## src/rtl/dpwm_pkg.sv

```systemverilog
package dpwm_pkg;
  localparam int DUTY_W = 5;
  localparam int INS_W  = 3;
  localparam int DATA_W = DUTY_W + INS_W;
  localparam int SEL_W  = 2;
  localparam int PCNT_W = 4;
  localparam int SLOT_W = DUTY_W;
  localparam int FRM_W  = INS_W;
  typedef logic [DATA_W-1:0] chan_cfg_t;
endpackage

```

## src/rtl/dpwm_prescaler.sv

```systemverilog
module dpwm_prescaler
  import dpwm_pkg::*;
(
  input  logic             clk_i,
  input  logic             rst_ni,
  input  logic [SEL_W-1:0] sel_i,
  output logic             tick_o
);
  logic [PCNT_W-1:0] cnt_q;
  logic [PCNT_W:0]   div_m1;

  assign div_m1 = ((PCNT_W+1)'(2) << sel_i) - (PCNT_W+1)'(1);
  // compare with >= so a smaller divide picked mid-count cannot overrun
  assign tick_o = {1'b0, cnt_q} >= div_m1;

  always_ff @(posedge clk_i or negedge rst_ni) begin
    if (!rst_ni)     cnt_q <= '0;
    else if (tick_o) cnt_q <= '0;
    else             cnt_q <= cnt_q + 1'b1;
  end
endmodule

```

## src/rtl/dpwm_timebase.sv

```systemverilog
module dpwm_timebase
  import dpwm_pkg::*;
(
  input  logic              clk_i,
  input  logic              rst_ni,
  input  logic              tick_i,
  output logic [SLOT_W-1:0] slot_o,
  output logic [FRM_W-1:0]  frame_o,
  output logic              frame_end_o
);
  logic slot_last;

  assign slot_last   = &slot_o;
  assign frame_end_o = tick_i && slot_last && (&frame_o);

  always_ff @(posedge clk_i or negedge rst_ni) begin
    if (!rst_ni) begin
      slot_o  <= '0;
      frame_o <= '0;
    end else if (tick_i) begin
      slot_o <= slot_o + 1'b1;
      if (slot_last) frame_o <= frame_o + 1'b1;
    end
  end
endmodule

```

## src/rtl/dpwm_regs.sv

```systemverilog
module dpwm_regs
  import dpwm_pkg::*;
#(
  parameter int NCH    = 4,
  parameter int ADDR_W = 3
) (
  input  logic                      clk_i,
  input  logic                      rst_ni,
  input  logic                      wr_en_i,
  input  logic [ADDR_W-1:0]         wr_addr_i,
  input  logic [DATA_W-1:0]         wr_data_i,
  input  logic                      frame_end_i,
  output logic [SEL_W-1:0]          sel_o,
  output logic [NCH-1:0][DATA_W-1:0] act_o
);
  logic [NCH-1:0][DATA_W-1:0] pend_q;

  always_ff @(posedge clk_i or negedge rst_ni) begin
    if (!rst_ni)                             sel_o <= '0;
    else if (wr_en_i && wr_addr_i == '0)     sel_o <= wr_data_i[SEL_W-1:0];
  end

  for (genvar k = 0; k < NCH; k++) begin : g_ch
    localparam logic [ADDR_W-1:0] ADDR_K = ADDR_W'(k + 1);

    always_ff @(posedge clk_i or negedge rst_ni) begin
      if (!rst_ni)                            pend_q[k] <= '0;
      else if (wr_en_i && wr_addr_i == ADDR_K) pend_q[k] <= wr_data_i;
    end

    // shadow copy swaps only on the frame boundary
    always_ff @(posedge clk_i or negedge rst_ni) begin
      if (!rst_ni)          act_o[k] <= '0;
      else if (frame_end_i) act_o[k] <= pend_q[k];
    end
  end
endmodule

```

## src/rtl/dpwm_channel.sv

```systemverilog
module dpwm_channel
  import dpwm_pkg::*;
(
  input  logic [DATA_W-1:0] cfg_i,
  input  logic [SLOT_W-1:0] slot_i,
  input  logic [FRM_W-1:0]  frame_i,
  output logic              pwm_o
);
  logic [DUTY_W-1:0] duty;
  logic [INS_W-1:0]  ins;
  logic [FRM_W-1:0]  frame_rev;
  logic              ext;
  logic [SLOT_W:0]   high_len;

  assign duty = cfg_i[DATA_W-1:INS_W];
  assign ins  = cfg_i[INS_W-1:0];

  for (genvar b = 0; b < FRM_W; b++) begin : g_rev
    assign frame_rev[b] = frame_i[FRM_W-1-b];
  end

  assign ext      = frame_rev < ins;
  assign high_len = {1'b0, duty} + {{SLOT_W{1'b0}}, ext};
  assign pwm_o    = {1'b0, slot_i} < high_len;
endmodule

```

## src/rtl/dpwm_top.sv

```systemverilog
module dpwm_top
  import dpwm_pkg::*;
#(
  parameter int NCH    = 4,
  parameter int ADDR_W = 3
) (
  input  logic              clk_i,
  input  logic              rst_ni,
  input  logic              wr_en_i,
  input  logic [ADDR_W-1:0] wr_addr_i,
  input  logic [7:0]        wr_data_i,
  output logic [NCH-1:0]    pwm_o
);
  logic                       tick;
  logic                       frame_end;
  logic [SEL_W-1:0]           sel;
  logic [SLOT_W-1:0]          slot;
  logic [FRM_W-1:0]           frame;
  logic [NCH-1:0][DATA_W-1:0] act;

  dpwm_prescaler u_pre (
    .clk_i (clk_i), .rst_ni (rst_ni), .sel_i (sel), .tick_o (tick)
  );

  dpwm_timebase u_tb (
    .clk_i (clk_i), .rst_ni (rst_ni), .tick_i (tick),
    .slot_o (slot), .frame_o (frame), .frame_end_o (frame_end)
  );

  dpwm_regs #(.NCH(NCH), .ADDR_W(ADDR_W)) u_regs (
    .clk_i       (clk_i),
    .rst_ni      (rst_ni),
    .wr_en_i     (wr_en_i),
    .wr_addr_i   (wr_addr_i),
    .wr_data_i   (wr_data_i),
    .frame_end_i (frame_end),
    .sel_o       (sel),
    .act_o       (act)
  );

  for (genvar k = 0; k < NCH; k++) begin : g_ch
    dpwm_channel u_ch (
      .cfg_i (act[k]), .slot_i (slot), .frame_i (frame), .pwm_o (pwm_o[k])
    );
  end
endmodule

```

## config.mk

```make
export PLATFORM = sky130hd
export DESIGN_NAME = dpwm_top
export DESIGN_NICKNAME = d
export VERILOG_FILES = /design/src/rtl/dpwm_pkg.sv /design/src/rtl/dpwm_prescaler.sv /design/src/rtl/dpwm_timebase.sv /design/src/rtl/dpwm_regs.sv /design/src/rtl/dpwm_channel.sv /design/src/rtl/dpwm_top.sv
export SDC_FILE = /design/constraint.sdc
export NUM_CORES = 1
export LEC_CHECK = 0
export ABC_AREA = 1
export BUFFER_PORTS_ARGS = -buffer_cell sky130_fd_sc_hd__buf_2
export CORE_UTILIZATION = 35
export CTS_CLUSTER_SIZE = 12
export DETAILED_ROUTE_END_ITERATION = 6
export SYNTH_ARGS = -nofsm -noshare
export SYNTH_HDL_FRONTEND = slang
export SYNTH_SLANG_ARGS = --single-unit
export TNS_END_PERCENT = 30
```

## constraint.sdc

```tcl
create_clock -name clk_i -period 2.5 [get_ports clk_i]
set_input_delay 0.125 -clock clk_i [delete_from_list [all_inputs] [get_ports clk_i]]
set_output_delay 0.125 -clock clk_i [all_outputs]
set_load 0.01 [all_outputs]
```

==> results of run 1 <==
cell type report:
class	instances	area (um^2)	area share
clock inverters	7	80.1	0.0169
repair buffers	25	163	0.0344
well taps	143	179	0.0379
multi-input cells	331	1990	0.420
inverters	37	139	0.0294
flip-flops and latches	78	1950	0.413
clock buffers	9	225	0.0477
metrics by stage:
step,total power [uW],setup WS (ps)
6_report,4280,-339
5_1_grt,4620,-483
4_1_cts,4300,-351
3_5_place_dp,2970,-57.7
3_3_place_gp,2890,-12.7
2_1_floorplan,2750,189
cells by family (layout without fill, tap and decap cells):
family                     count (synthesis)  count (layout)  synth area share
AOI/OAI and AO/OA                         51              51            0.0739
xor gates and xnor gates                  15              15            0.0314
adders and majority gates                 40              40             0.120
buffers and inverters                     56              78            0.0694
DFF                                       78              78             0.467
and+or+nand+nor                          225             225             0.239
cells in the mapped netlist (all sizes together):
cell,count
nor2,9
inv,37
nand3b,9
o21ai,34
dfrtp,78
xor2,10
a21oi,9
a21o,8
nand4,3
ha,40
nand3,48
xnor2,5
or2,1
buf,19
nand2,155
state kept, by name, summed over array words and instances (netlist names):
signal / flops
u_regs.sel_o: 2
u_regs.pend_q: 32
u_tb.slot_o: 5
u_pre.cnt_q: 4
u_regs.act_o: 32
u_tb.frame_o: 3
layer usage:
| metal | up-vias | routed length (um) | share of wire |
|---|---|---|---|
| li1 | 1552 | - | - |
| met1 | 1448 | 4590 | 0.53 |
| met2 | 43 | 3660 | 0.43 |
| met3 | 8 | 238 | 0.028 |
| met4 | 0 | 111 | 0.013 |
| met5 | - | 0 | 0 |
power groups by stage:
stage / Clock, uW / Sequential [uW] / Combinational (uW)
floorplan: 0 / 1580 / 1160
global placement: 0 / 1640 / 1250
detailed placement: 0 / 1650 / 1320
CTS: 1350 / 1630 / 1320
global route: 1410 / 1650 / 1550
finish: 1330 / 1630 / 1330
final timing paths:
path | start | end | slack [ps] | cells past startpoint
worst max-delay path | u_tb.frame_o[1] | pwm_o[1] | -340 | 12
worst min-delay path | wr_data_i[2] | u_regs.pend_q[10] | 90 | 3
worst max register to register | u_regs.sel_o[1] | u_regs.act_o[13] | 440 | 7
worst min register to register | u_regs.act_o[17] | u_regs.act_o[17] | 470 | 2
max in group asynchronous | rst_ni | u_tb.frame_o[1] | 1310 | 2
min in group asynchronous | rst_ni | u_regs.act_o[31] | 510 | 2
critical path, cell delays in order (launching register included):
cell	delay (ps)
dfrtp_2	450
ha_1	300
a21o_1	190
a21oi_2	130
ha_2	200
ha_1	170
nand3_1	90
xor2_1	150
ha_1	300
a21oi_1	160
nand2_1	60
nand2_1	60
buf_2	120
timing repair:
| action | in CTS | in global routing |
|---|---|---|
| hold endpoints to repair | 19 | 0 |
| endpoints found under the setup margin | 4 | 4 |
| gates resized for setup | 3 | 11 |
| hold buffers | 1 | 0 |
| pin swaps | 1 | 5 |
==> impl_metrics.yaml, run 1 <==
run_status:
  status: "finished, violations left"
  violations: "setup timing"
die:
  rows: 39
  ios: 18
  core_um2: 11500
  initial_core_util: 0.363
  dieArea_um2: 12400
  fp.dieH_um: 111
  fp.dieW_um: 111
cells_and_area:
  most-common-layout-cells: "nand2_1, dfrtp_1, nand3_1, inv_1, ha_1"
  nets: 536
  diodes: 0
  fillCellCount: 1176
  instances_no_fill: 630
  drive_gt1_frac: 0.148
  final_area_um2: 4730
  utilization: 0.410
  area_growth_pct: 13.0
  final_common_cell: "nand2_1"
global_routing:
  grt_pass1_vias: 3070
  track_usage: 0.153
  grt_max_degree: 79
  met1_usage: 0.221
  antenna_found_initial: 0
  use_met2: 0.228
  grt_pass1_wl_um: 15100
  use_met3: 0.0252
  grt.busiest_layer: "met2"
  grt_overflow: 0
placement:
  place_congestion: 0.761
  dp_cells: 613
  hpwl_um: 6040
  post_dp_cell_area_um2: 4360
  io_buffer_count: 17
logic_synthesis:
  syn_area_um2: 4180
  synth_nets: 519
  synth.top_cell.area_share: 0.467
  yosysWarnings: 0
  syn_inst: 465
  synth_cell_types: 26
  synth_area_leaders: "dfrtp_1, nand2_1, ha_1, nand3_1, inv_1"
  synth-seq-cells: 78
  yosysSeqAreaShare: 0.467
  yosys.area.top_type: "dfrtp_1"
  avgSynthCellArea_um2: 8.99
sta:
  fin_crit_sh: 1.14
  relSlewSlack: 0.344
  finClkSkew_ps: 8.08
  hold-worst-slack_ps: 88.3
  fin_tns_setup_ps: -1220
  hold_viol: 0
  fin_crit_ps: 2840
  slew_viol_final: 0
  fin_ws_ps: -339
  grt_setup_unrepaired: "true"
  finalSetupViolCount: 4
  worstMarginPinSlew_ps: 985
  fmax_ghz: 0.352
cts:
  cts_max_level: 3
  cts_tree: "yes"
  cts_setup_buffers: 0
  clock_path_buffers: 2
  clkLatencyLatePin_ps: 340
  cts_buffers: 9
  cts.sinks: 78
  clk_pin_slew_ps: 60
  root_buffer: "clkbuf_16"
power_and_ir_drop:
  intPower_uw: 2770
  p_per_area_nw_per_um2: 906
  p_switching_uw: 1520
  ir_drop_v: 0.000484
  seqPwrFrac: 0.380
  pwr-share-comb: 0.311
  p_clk_frac: 0.310
  p_leak_uw: 0.00243
  switching_share: 0.355
worst_setup_path:
  crit_fanout: 5
  cp-end-kind: "output pin"
  start_kind: "flip-flop"
  worstSetupPathType: "flip-flop to output pin"
  crit_required_ps: 2380
  worstPathArrival_ps: 2710
detailed_routing:
  avgViaCountPerCell: 4.84
  ant_nets: 0
  drt_iter0_markers: 145
  firstDrtPassIters: 4
  routedWlPerCell_um: 13.6
  drcViolationCount: 0
  num_vias: 3051
  drt_wl_total_um: 8590
hold_path:
  hold_path_class: "primary input to flip-flop"
job:
  maxCapViolCount: 0
(Power assumes the default switching activity.)
==> run 2: changes to the inputs <==
- CELL_PAD_IN_SITES_DETAIL_PLACEMENT: unset -> 1
- CELL_PAD_IN_SITES_GLOBAL_PLACEMENT: unset -> 2
- PLACE_DENSITY_LB_ADDON: unset -> 0.1
==> run 2 against run 1 <==
Against the previous run:
- the flow finishes with violations (DRC, hold timing, setup timing)
- die area unchanged
- sequential power about the same
- count of clock-buffer cells in the layout increased by 4
- worst hold slack got worse by 130 ps
- largest power group unchanged
==> impl_metrics.yaml, run 2 (synthesis results as in run 1) <==
run_status:
  status: "finished, violations left"
  violations: "DRC, hold timing, setup timing"
detailed_routing:
  avgViaCountPerCell: 4.82
  ant_nets: 0
  drt_iter0_markers: 151
  num_vias: 3025
  routedWlPerCell_um: 15.4
  firstDrtPassIters: 6
  drcViolationCount: 4
  drt_wl_total_um: 9660
cts:
  clk_pin_slew_ps: 60
  cts_max_level: 3
  cts_setup_buffers: 0
  clock_path_buffers: 2
  clkLatencyLatePin_ps: 340
  cts_buffers: 9
  cts_hold_buf: 0
  cts_tree: "yes"
  cts.sinks: 78
  root_buffer: "clkbuf_16"
cells_and_area:
  drive_gt1_frac: 0.153
  utilization: 0.409
  most-common-layout-cells: "nand2_1, dfrtp_1, nand3_1, inv_1, ha_1"
  diodes: 0
  area_growth_pct: 12.7
  nets: 535
  instances_no_fill: 627
  final_area_um2: 4710
  largestRegisters: "u_regs.act_o: 32 flops, u_regs.pend_q: 32 flops, u_tb.slot_o: 5 flops"
  final_common_cell: "nand2_1"
die:
  core_um2: 11500
  fp.dieW_um: 111
  fp.dieH_um: 111
  initial_core_util: 0.363
  ios: 18
  rows: 39
  dieArea_um2: 12400
worst_setup_path:
  crit_required_ps: 2380
  rrSetupSlack_ps: 320
  cp-end-kind: "output pin"
  start_kind: "flip-flop"
  crit_fanout: 5
  worstPathArrival_ps: 2700
  worstSetupPathType: "flip-flop to output pin"
  worst_r2r_path_depth: 9
global_routing:
  grt_pass1_vias: 3119
  track_usage: 0.172
  antenna_found_initial: 0
  grt_overflow: 0
  grt_max_degree: 79
  grt_pass1_wl_um: 16300
power_and_ir_drop:
  p_per_area_nw_per_um2: 891
  p_leak_uw: 0.00242
  ir_drop_v: 0.000484
sta:
  fin_ws_ps: -325
  fmax_ghz: 0.354
  fin_crit_sh: 1.13
  slew_viol_final: 0
  finClkSkew_ps: 6.93
  grt_setup_unrepaired: "true"
  relSlewSlack: 0.314
  hold-worst-slack_ps: -46.5
  finalSetupViolCount: 4
  worstMarginPinSlew_ps: 1030
  fin_crit_ps: 2830
  hold_viol: 37
placement:
  hpwl_um: 6730
  place_congestion: 0.697
  io_buffer_count: 17
  post_dp_cell_area_um2: 4350
  pre_cts_ws_ps: -26.5
  dp_cells: 613
job:
  maxCapViolCount: 0
hold_path:
  hold_path_class: "primary input to asynchronous set/reset pin"
-- run 2: metal layers --
layer  up-vias  routed length [um]  global-route usage
li1       1544                   -                   -
met1      1452                5020               0.237
met2        19                4330               0.267
met3        10                 156              0.0279
met4         0                 154              0.0748
met5         -                   0                   0
-- run 2: worst paths after layout --
check                                         end            start
worst max register to register    u_regs.act_o[3]   u_tb.slot_o[1]
worst min register to register    u_regs.act_o[1]  u_regs.act_o[1]
worst min-delay path              u_regs.act_o[5]           rst_ni
worst max-delay path                     pwm_o[3]  u_tb.frame_o[1]
max in group asynchronous       u_regs.pend_q[23]           rst_ni
min in group clk_i              u_regs.pend_q[10]     wr_data_i[2]
-- run 2: timing repair --
item | in CTS | in global routing
endpoints found under the setup margin | 4 | 19
endpoints found under the hold margin | 0 | 0
resized for setup | 5 | 16
gates cloned | 0 | 0
pin swaps | 5 | 12
-- run 2: worst max-delay path: stages (launching register included) --
cell,delay (ps)
dfrtp_1,430
ha_1,310
a21o_1,180
a21oi_2,140
ha_2,220
ha_2,180
nand3_1,90
xor2_1,150
ha_1,310
a21oi_2,140
nand2_1,50
nand2_1,50
buf_2,120
-- run 2: layout make-up --
cell class / count / area, um^2
clock inverters: 1 / 5.00
repair buffers: 24 / 140
clock buffers: 13 / 270
multi-input cells: 331 / 2030
fillers: 1365 / 6810
well taps: 143 / 179
inverters: 37 / 139
flip-flops and latches: 78 / 1950
-- run 2: power by group --
| part | switching [uW] | internal, uW | total (uW) |
|---|---|---|---|
| Sequential | 194 | 1440 | 1630 |
| Combinational | 822 | 505 | 1330 |
| Clock | 495 | 741 | 1240 |
-- run 2: metrics by stage --
step | setup TNS [ps] | total power [uW]
after floorplan | 0 | 2750
after global placement | 0 | 2910
after detailed placement | -32.5 | 2970
after CTS | -1280 | 4240
after global routing | -1720 | 4540
final | -1150 | 4200
